--- config.mk ---
export PLATFORM = sky130hd
export DESIGN_NAME = pcnt_dual
export DESIGN_NICKNAME = d
export VERILOG_FILES = /design/src/rtl/pcnt_pkg.sv /design/src/rtl/pcnt_edge.sv /design/src/rtl/pcnt_cell.sv /design/src/rtl/pcnt_dual.sv
export SDC_FILE = /design/constraint.sdc
export NUM_CORES = 1
export LEC_CHECK = 0
export BUFFER_PORTS_ARGS = -buffer_cell sky130_fd_sc_hd__buf_2
export CORE_ASPECT_RATIO = 0.8
export CORE_MARGIN = 2
export CORE_UTILIZATION = 30
export DETAILED_ROUTE_END_ITERATION = 6
export PLACE_DENSITY = 0.53
export SYNTH_ARGS = -nofsm -noshare
export SYNTH_HDL_FRONTEND = slang
export SYNTH_SLANG_ARGS = --single-unit
export TNS_END_PERCENT = 5
--- constraint.sdc ---
create_clock -name clk -period 2.9 [get_ports clk]
set_input_delay 0.435 -clock clk [delete_from_list [all_inputs] [get_ports clk]]
set_output_delay 0.435 -clock clk [all_outputs]
set_load 0.02 [all_outputs]
--- src/rtl/pcnt_pkg.sv ---
// Shared types for the dual pulse counter.
// Assumes: the debounce code is two bits wide and the sample counts are powers of two.
package pcnt_pkg;

    typedef enum logic [1:0] {
        DB_OFF = 2'd0,
        DB_2   = 2'd1,
        DB_4   = 2'd2,
        DB_8   = 2'd3
    } dbnc_e;

    // Number of consecutive samples a new level must hold before it is accepted.
    function automatic logic [3:0] dbnc_need(input dbnc_e code);
        case (code)
            DB_OFF:  dbnc_need = 4'd1;
            DB_2:    dbnc_need = 4'd2;
            DB_4:    dbnc_need = 4'd4;
            default: dbnc_need = 4'd8;
        endcase
    endfunction

endpackage

--- src/rtl/pcnt_edge.sv ---
// Pin front end: a synchronizer chain, a stability filter and rising-edge detection.
// Does: emits a one-cycle 'rise' on the clock edge where a high level is accepted.
// Assumes: MAX_N >= 8 so the 8-sample setting fits in the stability counter.
module pcnt_edge
    import pcnt_pkg::*;
#(
    parameter int SYNC_STAGES = 2,
    parameter int MAX_N       = 8
) (
    input  logic       clk,
    input  logic       rst_n,
    input  logic       pin,
    input  logic [1:0] dbnc,
    output logic       rise
);
    localparam int SW = $clog2(MAX_N);

    logic [SYNC_STAGES-1:0] sync_q;
    logic                   s_lvl;
    logic                   acc_lvl;
    logic [SW-1:0]          stab_q;
    logic [3:0]             need;
    logic [SW-1:0]          lim;
    logic                   take;

    // Synchronizer chain that brings the asynchronous pin into the clock domain.
    always_ff @(posedge clk) begin
        if (!rst_n) sync_q <= '0;
        else        sync_q <= {sync_q[SYNC_STAGES-2:0], pin};
    end

    assign s_lvl = sync_q[SYNC_STAGES-1];
    assign need  = dbnc_need(dbnc_e'(dbnc));
    assign lim   = SW'(need - 4'd1);
    assign take  = (s_lvl != acc_lvl) && (stab_q == lim);
    assign rise  = take && s_lvl;

    // Stability filter: a differing level must persist 'need' samples before it is adopted.
    always_ff @(posedge clk) begin
        if (!rst_n) begin
            acc_lvl <= 1'b0;
            stab_q  <= '0;
        end else if (s_lvl == acc_lvl) begin
            stab_q  <= '0;
        end else if (take) begin
            acc_lvl <= s_lvl;
            stab_q  <= '0;
        end else begin
            stab_q  <= stab_q + 1'b1;
        end
    end

    // with a window of two or more samples, the adopted level was also present a sample earlier.
    p_db_hold_r4: assert property (@(posedge clk) disable iff (!rst_n)
        (!$stable(acc_lvl) && ($past(need) >= 4'd2)) |-> ($past(s_lvl, 2) == acc_lvl));

endmodule

--- src/rtl/pcnt_cell.sv ---
// One wrapping counter slice with reference comparison.
// Does: counts on 'inc', zeroes on 'clr' (clr has priority), and reports the
// reference match for the present value and for the value after an increment.
// Assumes: the parent uses eq_next only in a cycle where it also raises inc.
module pcnt_cell #(
    parameter int W = 16
) (
    input  logic         clk,
    input  logic         rst_n,
    input  logic         clr,
    input  logic         inc,
    input  logic [W-1:0] ref_val,
    output logic [W-1:0] q,
    output logic         at_max,
    output logic         eq_next,
    output logic         eq_now
);
    logic [W-1:0] q_plus;

    assign q_plus  = q + 1'b1;
    assign at_max  = &q;
    assign eq_next = (q_plus == ref_val);
    assign eq_now  = (q == ref_val);

    // Count register: clear first, then increment with natural wrap.
    always_ff @(posedge clk) begin
        if (!rst_n)   q <= '0;
        else if (clr) q <= '0;
        else if (inc) q <= q_plus;
    end

    // the all-ones value wraps to zero.
    p_wrap_r5: assert property (@(posedge clk) disable iff (!rst_n)
        (inc && !clr && at_max) |=> (q == '0));
    // without a count request or a clear the value holds.
    p_hold_r3: assert property (@(posedge clk) disable iff (!rst_n)
        (!inc && !clr) |=> $stable(q));
    // a clear leaves zero behind.
    p_clr_r9: assert property (@(posedge clk) disable iff (!rst_n)
        clr |=> (q == '0));

endmodule

--- src/rtl/pcnt_dual.sv ---
// Two pulse counters with sticky reference events and an optional 32-bit cascade.
// Does: counts accepted rising edges per pin, sets a flag when a count steps
// into its reference, and in cascade mode chains the low slice's wrap into the high slice.
// Assumes: the reference, enable and mode inputs are quasi-static register values.
module pcnt_dual
    import pcnt_pkg::*;
#(
    parameter int CNT_W       = 16,
    parameter int SYNC_STAGES = 2,
    parameter int MAX_N       = 8
) (
    input  logic             clk,
    input  logic             rst_n,
    input  logic             pin_a,
    input  logic             pin_b,
    input  logic             en_a,
    input  logic             en_b,
    input  logic [1:0]       dbnc,
    input  logic             cascade,
    input  logic [CNT_W-1:0] ref_a,
    input  logic [CNT_W-1:0] ref_b,
    input  logic             clr_a,
    input  logic             clr_b,
    input  logic             evt_clr_a,
    input  logic             evt_clr_b,
    output logic [CNT_W-1:0] count_a,
    output logic [CNT_W-1:0] count_b,
    output logic             event_a,
    output logic             event_b
);
    localparam int NCH = 2;

    logic [NCH-1:0]       pins;
    logic [NCH-1:0]       ens;
    logic [NCH-1:0]       clrs;
    logic [NCH-1:0]       eclrs;
    logic [NCH-1:0]       rise;
    logic [NCH-1:0]       inc;
    logic [NCH-1:0]       at_max;
    logic [NCH-1:0]       eq_next;
    logic [NCH-1:0]       eq_now;
    logic [NCH-1:0]       set_evt;
    logic [NCH-1:0]       flag_q;
    logic [CNT_W-1:0]     refs  [NCH];
    logic [CNT_W-1:0]     cnts  [NCH];
    logic                 carry;
    logic                 hit_solo_a;
    logic                 hit_solo_b;
    logic                 hit_wide;

    assign pins  = {pin_b, pin_a};
    assign ens   = {en_b, en_a};
    assign clrs  = {clr_b, clr_a};
    assign eclrs = {evt_clr_b, evt_clr_a};
    assign refs[0] = ref_a;
    assign refs[1] = ref_b;

    // One front end and one counter slice per channel.
    for (genvar i = 0; i < NCH; i++) begin : g_ch
        pcnt_edge #(.SYNC_STAGES(SYNC_STAGES), .MAX_N(MAX_N)) u_edge (
            .clk  (clk),
            .rst_n(rst_n),
            .pin  (pins[i]),
            .dbnc (dbnc),
            .rise (rise[i])
        );
        pcnt_cell #(.W(CNT_W)) u_cell (
            .clk    (clk),
            .rst_n  (rst_n),
            .clr    (clrs[i]),
            .inc    (inc[i]),
            .ref_val(refs[i]),
            .q      (cnts[i]),
            .at_max (at_max[i]),
            .eq_next(eq_next[i]),
            .eq_now (eq_now[i])
        );
    end

    // Increment steering: the high slice follows its own pin or the low slice's wrap.
    always_comb begin
        inc[0] = ens[0] && rise[0];
        carry  = inc[0] && !clrs[0] && at_max[0];
        inc[1] = cascade ? carry : (ens[1] && rise[1]);
    end

    // Match detection for the separate and the joined arrangement.
    always_comb begin
        hit_solo_a = inc[0] && !clrs[0] && eq_next[0];
        hit_solo_b = inc[1] && !clrs[1] && eq_next[1];
        hit_wide   = inc[0] && !clrs[0] && !clrs[1] && eq_next[0]
                     && (carry ? eq_next[1] : eq_now[1]);
        set_evt[0] = cascade ? hit_wide : hit_solo_a;
        set_evt[1] = !cascade && hit_solo_b;
    end

    // Sticky flags: a new match sets, the clear input drops, otherwise hold.
    for (genvar j = 0; j < NCH; j++) begin : g_flag
        always_ff @(posedge clk) begin
            if (!rst_n)          flag_q[j] <= 1'b0;
            else if (set_evt[j]) flag_q[j] <= 1'b1;
            else if (eclrs[j])   flag_q[j] <= 1'b0;
        end
    end

    assign count_a = cnts[0];
    assign count_b = cnts[1];
    assign event_a = flag_q[0];
    assign event_b = flag_q[1];

    // a flag without a clear request stays set.
    p_sticky_a_r8: assert property (@(posedge clk) disable iff (!rst_n)
        (event_a && !evt_clr_a) |=> event_a);
    p_sticky_b_r8: assert property (@(posedge clk) disable iff (!rst_n)
        (event_b && !evt_clr_b) |=> event_b);
    // the second flag cannot rise while the counters are joined.
    p_casc_quiet_r11: assert property (@(posedge clk) disable iff (!rst_n)
        (cascade && !event_b) |=> !event_b);
    // in cascade the high half moves only on a wrap of the low half.
    p_casc_hold_r10: assert property (@(posedge clk) disable iff (!rst_n)
        (cascade && !clr_b && !(count_a == '1)) |=> $stable(count_b));
    p_casc_carry_r10: assert property (@(posedge clk) disable iff (!rst_n)
        (cascade && !clr_a && !clr_b && en_a && rise[0] && (count_a == '1))
        |=> (count_b == $past(count_b) + 1'b1));
    // the first cycle out of reset shows empty counts and flags.
    p_reset_r1: assert property (@(posedge clk)
        !rst_n |=> (count_a == '0 && count_b == '0 && !event_a && !event_b));

endmodule

==> reports/results.ini, run 1 <==
[global_route]
met2_usage_pct=21.8
antenna_found_initial=1
grt-ovfl-total=0
top_usage_layer=met1
grt_start_max_net_pins=18
grtUsageMet1_pct=22.7
grtUsageMet3_pct=3.23
grt_pass1_vias=2765
grt_use_total_pct=15.2
grt_pass1_wl_mm=13.8

[floorplanning]
die_y_um=95.5
coreArea_sq_mm=0.0102
row_count=33
initial_core_util_pct=30.8
io_pins=79
die_w_um=118
dieArea_sq_mm=0.0113

[power_and_ir_drop]
combPwrFrac_pct=9.1
intPower_mw=1.10
switchingPower_uw=307
p_seq_share_pct=45.3
ir_drop_v=0.000200
leakagePower_nw=1.56
total_power_mw=1.41
swShare_pct=21.8
power_density_mw_per_mm2=354
clkPwrFrac_pct=45.7

[layout]
syn2layout_area_growth_pct=27.2
drive_gt1_share_pct=25.3
fillers=1120
mostFrequentLayoutCell=buf_2
finalNetCount=530
final_cell_mix=78 x buf_2, 54 x nor2_1, 46 x dfxtp_1
antenna_cells=0

[timing]
skew_ns=0.00398
hold_viol=0
clock.fmax_ghz=0.375
worstMarginPinSlew_ns=0.666
setup-tns-final_ns=0
setup_viol=0
maxSlewViolCount=0
period_needed_ns=2.67
slew_headroom_pct=55.6
rsz0062_at_grt=false
fin_crit_sh_pct=92.1

[clocking]
cts_resized=0
post_cts_buffers=0
cts_root_buf=clkbuf_16
cts_buffer_depth=2
cts_buffers=5
path_clk_slew_ns=0.06
cts_sinks=46
cts_tree=yes
clk_latency_ns=0.28
postCtsHoldBufs=0
htree_levels=2

[synth]
synthAdderAreaFrac_pct=1.59
synthArstFlopShare_pct=0
syn_nets=440
synth_edf_count=0
yosys_warnings=0
synth_simple_gate_area_share_pct=28.4
synth_compound_area_share_pct=12.3
synthXorXnorAreaFrac_pct=20.9
avgSynthCellArea_sq_um=8.03
synth_top_family_by_area=simple AND/OR/NAND/NOR gates
synth-seq-area-share_pct=29.3
yosys_most_used_dff=dfxtp_1
netlist_area_sq_mm=0.00314
synthMuxAreaShare_pct=3.27
yosysUniqueCellTypes=53
synth_cells=391
synth-seq-cells=46

[drt]
wirelength_mm=8.55
via_per_inst=4.79
final_antenna_net_count=0
wl_per_cell_um=13.8
vias=2982
firstDrtPassIters=4
drt_iter0_markers=147
drcViolationCount=0

[job]
cap_violations=0

[worst_setup_path]
ff2ff_setup_slack_ns=0.23
worst-path-max-fanout=10
arrival_ns=2.82
path_class=register to register
critical_path_required_ns=3.05
endpoint_kind=register
crit_path_start_kind=register

[place]
gp_congestion=0.854
placement.io_buffers=78
place_hpwl_mm=6.68

[min_path]
hp-class=input pin to register

[run_status]
status=finished, final reports clean

## cell usage after synthesis (all sizes together) (2+ instances only)
cell type | count | area [sq um]
o21ai | 8 | 40.0
ha | 4 | 50.1
xor2 | 35 | 307
clkbuf | 19 | 71.3
buf | 5 | 22.5
a211oi | 6 | 67.6
a22oi | 2 | 15.0
xnor2 | 40 | 350
a22o | 2 | 17.5
or3 | 2 | 12.5
and2 | 7 | 43.8
a21oi | 11 | 55.1
and4 | 3 | 31.3
and3 | 3 | 18.8
and3b | 2 | 17.5
dfxtp | 46 | 921
nand3 | 20 | 100
nor3 | 9 | 45.0
nor2b | 4 | 25.0
nor4 | 7 | 43.8
nand2 | 24 | 90.1
inv | 10 | 37.5
nand3b | 2 | 15.0
mux2i | 8 | 80.1
or4 | 5 | 37.5
o21a | 3 | 22.5
mux2 | 2 | 22.5
nand4 | 19 | 119
nor2 | 54 | 203
a2111oi | 3 | 45.0
o211ai | 3 | 22.5
nand2b | 5 | 31.3
nor3b | 3 | 22.5
## area by class of cell
type	count	area, sq um	share of cell area (%)
Clock inverter	1	30.0	0.753
Clock buffer	7	133	3.32
Timing Repair Buffer	107	608	15.2
Sequential cell	46	921	23.1
Tap cell	140	175	4.39
Multi-Input combinational cell	311	2090	52.3
Inverter	10	37.5	0.941
## cells by family after synthesis
kind of cell             count (synthesis)
AO/OA/AOI/OAI                           49
adder cells (fa/ha/maj)                  4
AND/OR/NAND/NOR                        173
buffers and inverters                   34
XOR/XNOR                                75
flip-flops                              46
multiplexers                            10
## routing by layer
| metal | vias to the layer above | routed length, um |
|---|---|---|
| met5 | - | 0 |
| met2 | 66 | 3530 |
| met4 | 0 | 131 |
| met1 | 1363 | 4480 |
| li1 | 1542 | - |
| met3 | 11 | 412 |
## flip-flops by register name (all words and copies together) (netlist names)
name,cells
g_ch.u_cell.q,32
g_ch.u_edge.stab_q,6
g_ch.u_edge.sync_q,4
g_ch.u_edge.acc_lvl,2
event_a,1
event_b,1
## final timing paths
path                       startpoint  cells after the start                        to
max              g_ch[0].u_cell.q[10]                      8      g_ch[1].u_cell.q[11]
min                             pin_a                      2  g_ch[0].u_edge.sync_q[0]
max reg2reg      g_ch[0].u_cell.q[10]                      8      g_ch[1].u_cell.q[11]
min reg2reg  g_ch[0].u_edge.sync_q[0]                      1  g_ch[0].u_edge.sync_q[1]
## power groups by stage
stage	combinational [mW]	clock, mW	sequential, mW
floorplan	0.0701	0	0.653
global placement	0.126	0	0.653
detailed placement	0.127	0	0.653
CTS	0.129	0.665	0.639
global route	0.142	0.689	0.639
finish	0.128	0.644	0.639
## per-stage QoR
step | cell area [sq um] | cells | util [%] | worst slack (ns) | hold WS, ns
2_1_floorplan | 3140 | 391 | - | 0.277 | 0.412
3_3_place_gp | 3830 | 614 | 37.5 | 0.127 | 0.424
3_5_place_dp | 3830 | 614 | 37.5 | 0.111 | 0.434
4_1_cts | 3990 | 622 | 39.1 | 0.215 | 0.348
5_1_grt | 3990 | 622 | 39.1 | 0.0576 | 0.345
6_report | 3990 | 622 | 39.1 | 0.231 | 0.355
## critical path, cell delays in order, from the launching register on
cell,delay [ns]
dfxtp_1,0.33
and4_4,0.26
and4_4,0.26
nand4_1,0.17
or4b_1,0.79
buf_4,0.27
a211oi_2,0.25
xnor2_1,0.15
nor2_1,0.05
(Power assumes the default switching activity.)
==> run 2: changes to the inputs <==
--- a/config.mk
+++ b/config.mk
@@ -11,6 +11,7 @@
 export CORE_UTILIZATION = 30
 export DETAILED_ROUTE_END_ITERATION = 6
 export PLACE_DENSITY = 0.53
+export SLEW_MARGIN = 20
 export SYNTH_ARGS = -nofsm -noshare
 export SYNTH_HDL_FRONTEND = slang
 export SYNTH_SLANG_ARGS = --single-unit
==> constraint.sdc (replaced) <==
create_clock -name clk -period 3.4 [get_ports clk]
set_input_delay 0.51 -clock clk [delete_from_list [all_inputs] [get_ports clk]]
set_output_delay 0.51 -clock clk [all_outputs]
set_load 0.02 [all_outputs]
==> run 2 against run 1 <==
Clock skew up 0.0044 ns; hold slack improved by 0.082 ns; final cell count shrank 3.5%; global-route usage fell by 0.44 points; clock-buffer cell count fell by 2; combinational power shrank 14%; sequential share of layout area up 0.95 points; routed wire length decreased by 2.6%; sequential power shrank 15%; design area fell by 4.0%; critical path type unchanged; critical endpoint is now g_ch[1].u_cell.q[10]; highest routed layer unchanged.
==> reports/results.ini, run 2 (synthesis results as in run 1) <==
[floorplanning]
initial_core_util_pct=30.8  ; unchanged
dieArea_sq_mm=0.0113  ; unchanged
die_w_um=118  ; unchanged
row_count=33  ; unchanged
io_pins=79  ; unchanged
coreArea_sq_mm=0.0102  ; unchanged
die_y_um=95.5  ; unchanged

[clocking]
clk_latency_ns=0.29  ; was 0.28 ns
cts_tree=yes  ; unchanged
cts_buffers=5  ; unchanged
htree_levels=2  ; unchanged
cts_resized=0  ; unchanged
cts_buffer_depth=2  ; unchanged
cts_root_buf=clkbuf_16  ; unchanged
post_cts_buffers=0  ; unchanged
postCtsHoldBufs=0  ; unchanged
cts_sinks=46  ; unchanged
path_clk_slew_ns=0.07  ; was 0.06 ns

[timing]
hold_viol=0  ; unchanged
fin_hold_ws_ns=0.437  ; was 0.355 ns
rsz0062_at_grt=false  ; unchanged
period_needed_ns=3.06  ; was 2.67 ns
setup_viol=0  ; unchanged
maxSlewViolCount=0  ; unchanged
clock.fmax_ghz=0.327  ; was 0.375 GHz
skew_ns=0.00838  ; was 0.00398 ns
setup-tns-final_ns=0  ; unchanged
fin_crit_sh_pct=90.0  ; was 92.1%
slew_headroom_pct=52.5  ; was 55.6%
worstMarginPinSlew_ns=0.713  ; was 0.666 ns

[global_route]
grt_use_total_pct=14.8  ; was 15.2%
grt_pass1_wl_mm=13.5  ; was 13.8 mm
grt_start_max_net_pins=18  ; unchanged
grt-ovfl-total=0  ; unchanged
grt_pass1_vias=2692  ; was 2765
antenna_found_initial=0  ; was 1

[power_and_ir_drop]
clkPwrFrac_pct=46.0  ; was 45.7%
swShare_pct=22.4  ; was 21.8%
p_seq_share_pct=45.0  ; was 45.3%
ir_drop_v=0.000189  ; was 0.000200 V
combPwrFrac_pct=9.1  ; about the same
leakagePower_nw=1.44  ; was 1.56 nW
power_density_mw_per_mm2=316  ; was 354 mW/mm^2
intPower_uw=941  ; was 1.10 mW
switchingPower_uw=272  ; was 307 uW

[layout]
finalNetCount=508  ; was 530
fillers=1121  ; was 1120
final_cells=600  ; was 622
reg_top3=g_ch.u_cell.q (32), g_ch.u_edge.stab_q (6), g_ch.u_edge.sync_q (4)  ; unchanged
antenna_cells=0  ; unchanged
top_register=g_ch.u_cell.q  ; unchanged
final_cell_mix=78 x buf_2, 54 x nor2_1, 46 x dfxtp_1  ; unchanged
mostFrequentLayoutCell=buf_2  ; unchanged
drive_gt1_share_pct=22.2  ; was 25.3%
largest_reg_flops=32  ; unchanged
final_core_util_pct=37.6  ; was 39.1%
final_area_sq_mm=0.00383  ; was 0.00399 sq mm
syn2layout_area_growth_pct=22.1  ; was 27.2%

[worst_setup_path]
crit_path_start_kind=register  ; unchanged
crit_path_max_incr_delay_ns=0.88  ; was 0.79 ns
crit_top_cell=nor2_1  ; was and4_4
path_cells=ha_1, nand3_1, nor2_1, nand4_1, or4b_1, a2111oi_2, xnor2_1, nor2_1  ; was and4_4, and4_4, nand4_1, or4b_1, buf_4, a211oi_2, xnor2_1, nor2_1
path_class=register to register  ; unchanged
worst-path-max-fanout=16  ; was 10
critical_path_required_ns=3.55  ; was 3.05 ns
arrival_ns=3.21  ; was 2.82 ns
endpoint_kind=register  ; unchanged
slowest_stage=or4b_1  ; unchanged

[drt]
wirelength_mm=8.33  ; was 8.55 mm
firstDrtPassIters=4  ; unchanged
vias=2904  ; was 2982
drt_iter0_markers=158  ; was 147
wl_per_cell_um=13.9  ; was 13.8 um
drcViolationCount=0  ; unchanged
via_per_inst=4.84  ; was 4.79
final_antenna_net_count=0  ; unchanged

[run_status]
status=finished, final reports clean  ; unchanged

[min_path]
hp-class=input pin to register  ; unchanged

[place]
place_inst=592  ; was 614
placed_area_sq_mm=0.00366  ; was 0.00383 sq mm
place_hpwl_mm=6.42  ; was 6.68 mm
gp_congestion=0.833  ; was 0.854
placement.io_buffers=78  ; unchanged

[job]
cap_violations=0  ; unchanged

run 2: cell types whose count changed in the layout (fill, tap and decap cells not counted), sizes merged:
cell	delta
clkbuf	-2
clkinvlp	+2
buf	-22
run 2: power groups by stage:
| stage | logic, mW | clock network, mW | registers, mW |
|---|---|---|---|
| detailed placement | 0.110 | 0 | 0.557 |
| floorplan | 0.0598 | 0 | 0.557 |
| global placement | 0.109 | 0 | 0.557 |
| finish | 0.110 | 0.557 | 0.545 |
| global route | 0.123 | 0.595 | 0.545 |
| CTS | 0.111 | 0.572 | 0.545 |
run 2: final cells by class:
cell class	instances	area, sq um	area share, %
clock buffer	5	125	3.26
multi-input combinational	311	2090	54.4
inverter	10	37.5	0.979
timing repair buffer	85	443	11.6
tap	140	175	4.57
sequential	46	921	24.0
clock inverter	3	45.0	1.18
run 2: routing by layer:
layer / wire [um] / GRT usage, % / part of all wire (%)
met2: 3590 / 23.0 / 43
met5: 0 / 0 / 0
met3: 273 / 2.69 / 3.3
met1: 4410 / 21.3 / 53
met4: 60 / 3.31 / 0.72
run 2: per-stage QoR:
step | power (mW) | worst slack (ns)
final | 1.21 | 0.340
after global routing | 1.26 | 0.111
after CTS | 1.23 | 0.300
after detailed placement | 0.667 | 0.337
after global placement | 0.666 | 0.411
after floorplan | 0.617 | 0.777
run 2: worst paths after layout:
| path | start | to | slack, ns | cells after the start |
|---|---|---|---|---|
| worst max-delay path | g_ch[0].u_cell.q[0] | g_ch[1].u_cell.q[10] | 0.34 | 8 |
| worst min-delay path | pin_b | g_ch[1].u_edge.sync_q[0] | 0.44 | 2 |
| worst max register to register | g_ch[0].u_cell.q[0] | g_ch[1].u_cell.q[10] | 0.34 | 8 |
| worst min register to register | g_ch[1].u_edge.sync_q[0] | g_ch[1].u_edge.sync_q[1] | 0.44 | 1 |
run 2: worst max-delay path: cells and delay by family (launching register included):
| kind | cells | cell delay (ns) |
|---|---|---|
| and+or+nand+nor | 5 | 1.45 |
| AOI/OAI and AO/OA | 1 | 0.50 |
| DFF | 1 | 0.47 |
| adders and majority gates | 1 | 0.34 |
| xor gates and xnor gates | 1 | 0.17 |
==> run 3: changes to the inputs <==
--- a/config.mk
+++ b/config.mk
@@ -6,11 +6,13 @@
 export NUM_CORES = 1
 export LEC_CHECK = 0
 export BUFFER_PORTS_ARGS = -buffer_cell sky130_fd_sc_hd__buf_2
+export CELL_PAD_IN_SITES_DETAIL_PLACEMENT = 1
+export CELL_PAD_IN_SITES_GLOBAL_PLACEMENT = 1
 export CORE_ASPECT_RATIO = 0.8
 export CORE_MARGIN = 2
 export CORE_UTILIZATION = 30
 export DETAILED_ROUTE_END_ITERATION = 6
-export PLACE_DENSITY = 0.53
+export PLACE_DENSITY = 0.68
 export SLEW_MARGIN = 20
 export SYNTH_ARGS = -nofsm -noshare
 export SYNTH_HDL_FRONTEND = slang
==> run 3 against run 2 <==
Final cell count grew 0.17%; clock-buffer cell count is the same; combinational power about the same; core utilization fell by 0.13 points; via count rose by 3.1%; power shrank 5.0%; maximum frequency down 2.1%; largest cell class unchanged; hold slack hardly changed.
==> reports/results.ini, run 3 (synthesis results as in run 1) <==
[global_route]
grt_use_total_pct=16.7  ; was 14.8%
antenna_found_initial=0  ; unchanged
grt_pass1_vias=3003  ; was 2692
grt_start_max_net_pins=18  ; unchanged
grt_pass1_wl_mm=15.1  ; was 13.5 mm
grt-ovfl-total=0  ; unchanged

[drt]
firstDrtPassIters=4  ; unchanged
vias=2994  ; was 2904
drt_iter0_markers=111  ; was 158
final_antenna_net_count=0  ; unchanged
wl_per_cell_um=15.5  ; was 13.9 um
wirelength_mm=9.33  ; was 8.33 mm
via_per_inst=4.98  ; was 4.84
drcViolationCount=0  ; unchanged

[min_path]
hp-class=input pin to register  ; unchanged
hp-start=pin_b  ; unchanged

[timing]
setup-tns-final_ns=0  ; unchanged
period_needed_ns=3.13  ; was 3.06 ns
skew_ns=0.00561  ; was 0.00838 ns
fin_hold_ws_ns=0.437  ; about the same
maxSlewViolCount=0  ; unchanged
slew_headroom_pct=51.0  ; was 52.5%
rsz0062_at_grt=false  ; unchanged
fin_crit_sh_pct=91.9  ; was 90.0%
worstMarginPinSlew_ns=0.735  ; was 0.713 ns
setup_viol=0  ; unchanged
fin_ws_ns=0.274  ; was 0.340 ns
hold_viol=0  ; unchanged
clock.fmax_ghz=0.320  ; was 0.327 GHz

[floorplanning]
initial_core_util_pct=30.8  ; unchanged
dieArea_sq_mm=0.0113  ; unchanged
die_w_um=118  ; unchanged
die_y_um=95.5  ; unchanged
coreArea_sq_mm=0.0102  ; unchanged
row_count=33  ; unchanged
io_pins=79  ; unchanged

[job]
cap_violations=0  ; unchanged

[worst_setup_path]
slowest_stage=or4b_1  ; unchanged
r2r_start=g_ch[0].u_cell.q[0]  ; unchanged
crit_path_start_kind=register  ; unchanged
arrival_ns=3.27  ; was 3.21 ns
worst-path-max-fanout=16  ; unchanged
crit_family=simple AND/OR/NAND/NOR gates  ; unchanged
crit_start=g_ch[0].u_cell.q[0]  ; unchanged
path_class=register to register  ; unchanged
path_cells=ha_1, nand3_1, nor2_1, nand4_1, or4b_1, a2111oi_2, xnor2_1, nor2_1  ; unchanged
crit_top_cell=nor2_1  ; unchanged
endpoint_kind=register  ; unchanged
crit_path_max_incr_delay_ns=0.91  ; was 0.88 ns
worst-path-buf-inv=0  ; unchanged
critical_path_required_ns=3.54  ; was 3.55 ns

[clocking]
cts_resized=0  ; unchanged
cts_tree=yes  ; unchanged
cts_sinks=46  ; unchanged
postCtsHoldBufs=0  ; unchanged
cts_buffer_depth=2  ; unchanged
path_clk_slew_ns=0.07  ; about the same
post_cts_buffers=0  ; unchanged
clk_latency_ns=0.29  ; about the same
cts_root_buf=clkbuf_16  ; unchanged
htree_levels=2  ; unchanged
cts_buffers=5  ; unchanged

[layout]
fillers=1280  ; was 1121
finalNetCount=509  ; was 508
syn2layout_area_growth_pct=21.7  ; was 22.1%
largest_reg_flops=32  ; unchanged
top_register=g_ch.u_cell.q  ; unchanged
final_cell_mix=78 x buf_2, 54 x nor2_1, 46 x dfxtp_1  ; unchanged
mostFrequentLayoutCell=buf_2  ; unchanged
final_core_util_pct=37.4  ; was 37.6%
drive_gt1_share_pct=22.3  ; was 22.2%
antenna_cells=0  ; unchanged
final_cells=601  ; was 600
reg_top3=g_ch.u_cell.q (32), g_ch.u_edge.stab_q (6), g_ch.u_edge.sync_q (4)  ; unchanged

[power_and_ir_drop]
combPwrFrac_pct=9.7  ; was 9.1%
switchingPower_uw=283  ; was 272 uW
p_seq_share_pct=47.3  ; was 45.0%
leakagePower_nw=1.44  ; about the same
ir_drop_v=0.000191  ; was 0.000189 V
power_density_mw_per_mm2=302  ; was 316 mW/mm^2
intPower_uw=869  ; was 941 uW
swShare_pct=24.6  ; was 22.4%
clkPwrFrac_pct=43.0  ; was 46.0%

[run_status]
status=finished, final reports clean  ; unchanged

[place]
pre_cts_slack_ns=0.271  ; was 0.337 ns
place_hpwl_mm=7.23  ; was 6.42 mm
gp_congestion=0.782  ; was 0.833
placement.io_buffers=78  ; unchanged
place_inst=593  ; was 592

[run 3: changes by cell type in the layout (fill, tap and decap cells not counted), sizes merged]
cell / before / now
inv: 10 / 11
buf: 85 / 86
bufinv: 1 / 0
[run 3: worst paths after layout]
check	depth (start not counted)	to	slack (ns)
worst min register to register	1	g_ch[1].u_edge.sync_q[1]	0.44
worst max-delay path	8	g_ch[1].u_cell.q[8]	0.27
worst max register to register	8	g_ch[1].u_cell.q[8]	0.27
worst min-delay path	2	g_ch[1].u_edge.sync_q[0]	0.44
[run 3: power groups by stage]
stage | sequential, mW | combinational (mW) | clock, mW
2_1_floorplan | 0.557 | 0.0598 | 0
3_3_place_gp | 0.557 | 0.110 | 0
3_5_place_dp | 0.557 | 0.111 | 0
4_1_cts | 0.545 | 0.113 | 0.516
5_1_grt | 0.545 | 0.124 | 0.537
6_report | 0.545 | 0.112 | 0.495
[run 3: stage by stage]
step / cell area (sq um) / power, mW
after detailed placement: 3670 / 0.669
after CTS: 3820 / 1.17
after floorplan: 3140 / 0.617
after global routing: 3820 / 1.21
final: 3820 / 1.15
after global placement: 3670 / 0.667
[run 3: final cells by class]
type                       instances  area [sq um]  share of cell area (%)
timing repair buffer              86           450                    11.8
clock inverter                     3          23.8                   0.623
inverter                          10          37.5                   0.983
sequential                        46           921                    24.1
tap                              140           175                    4.59
multi-input combinational        311          2090                    54.6
clock buffer                       5           125                    3.28
[run 3: layer usage]
layer  routed length (um)  vias to the layer above  track usage (%)
li1                     -                     1499                -
met3                  277                       11             2.45
met5                    0                        -                0
met2                 4270                       51             27.3
met1                 4650                     1433             23.1
met4                  128                        0             4.72
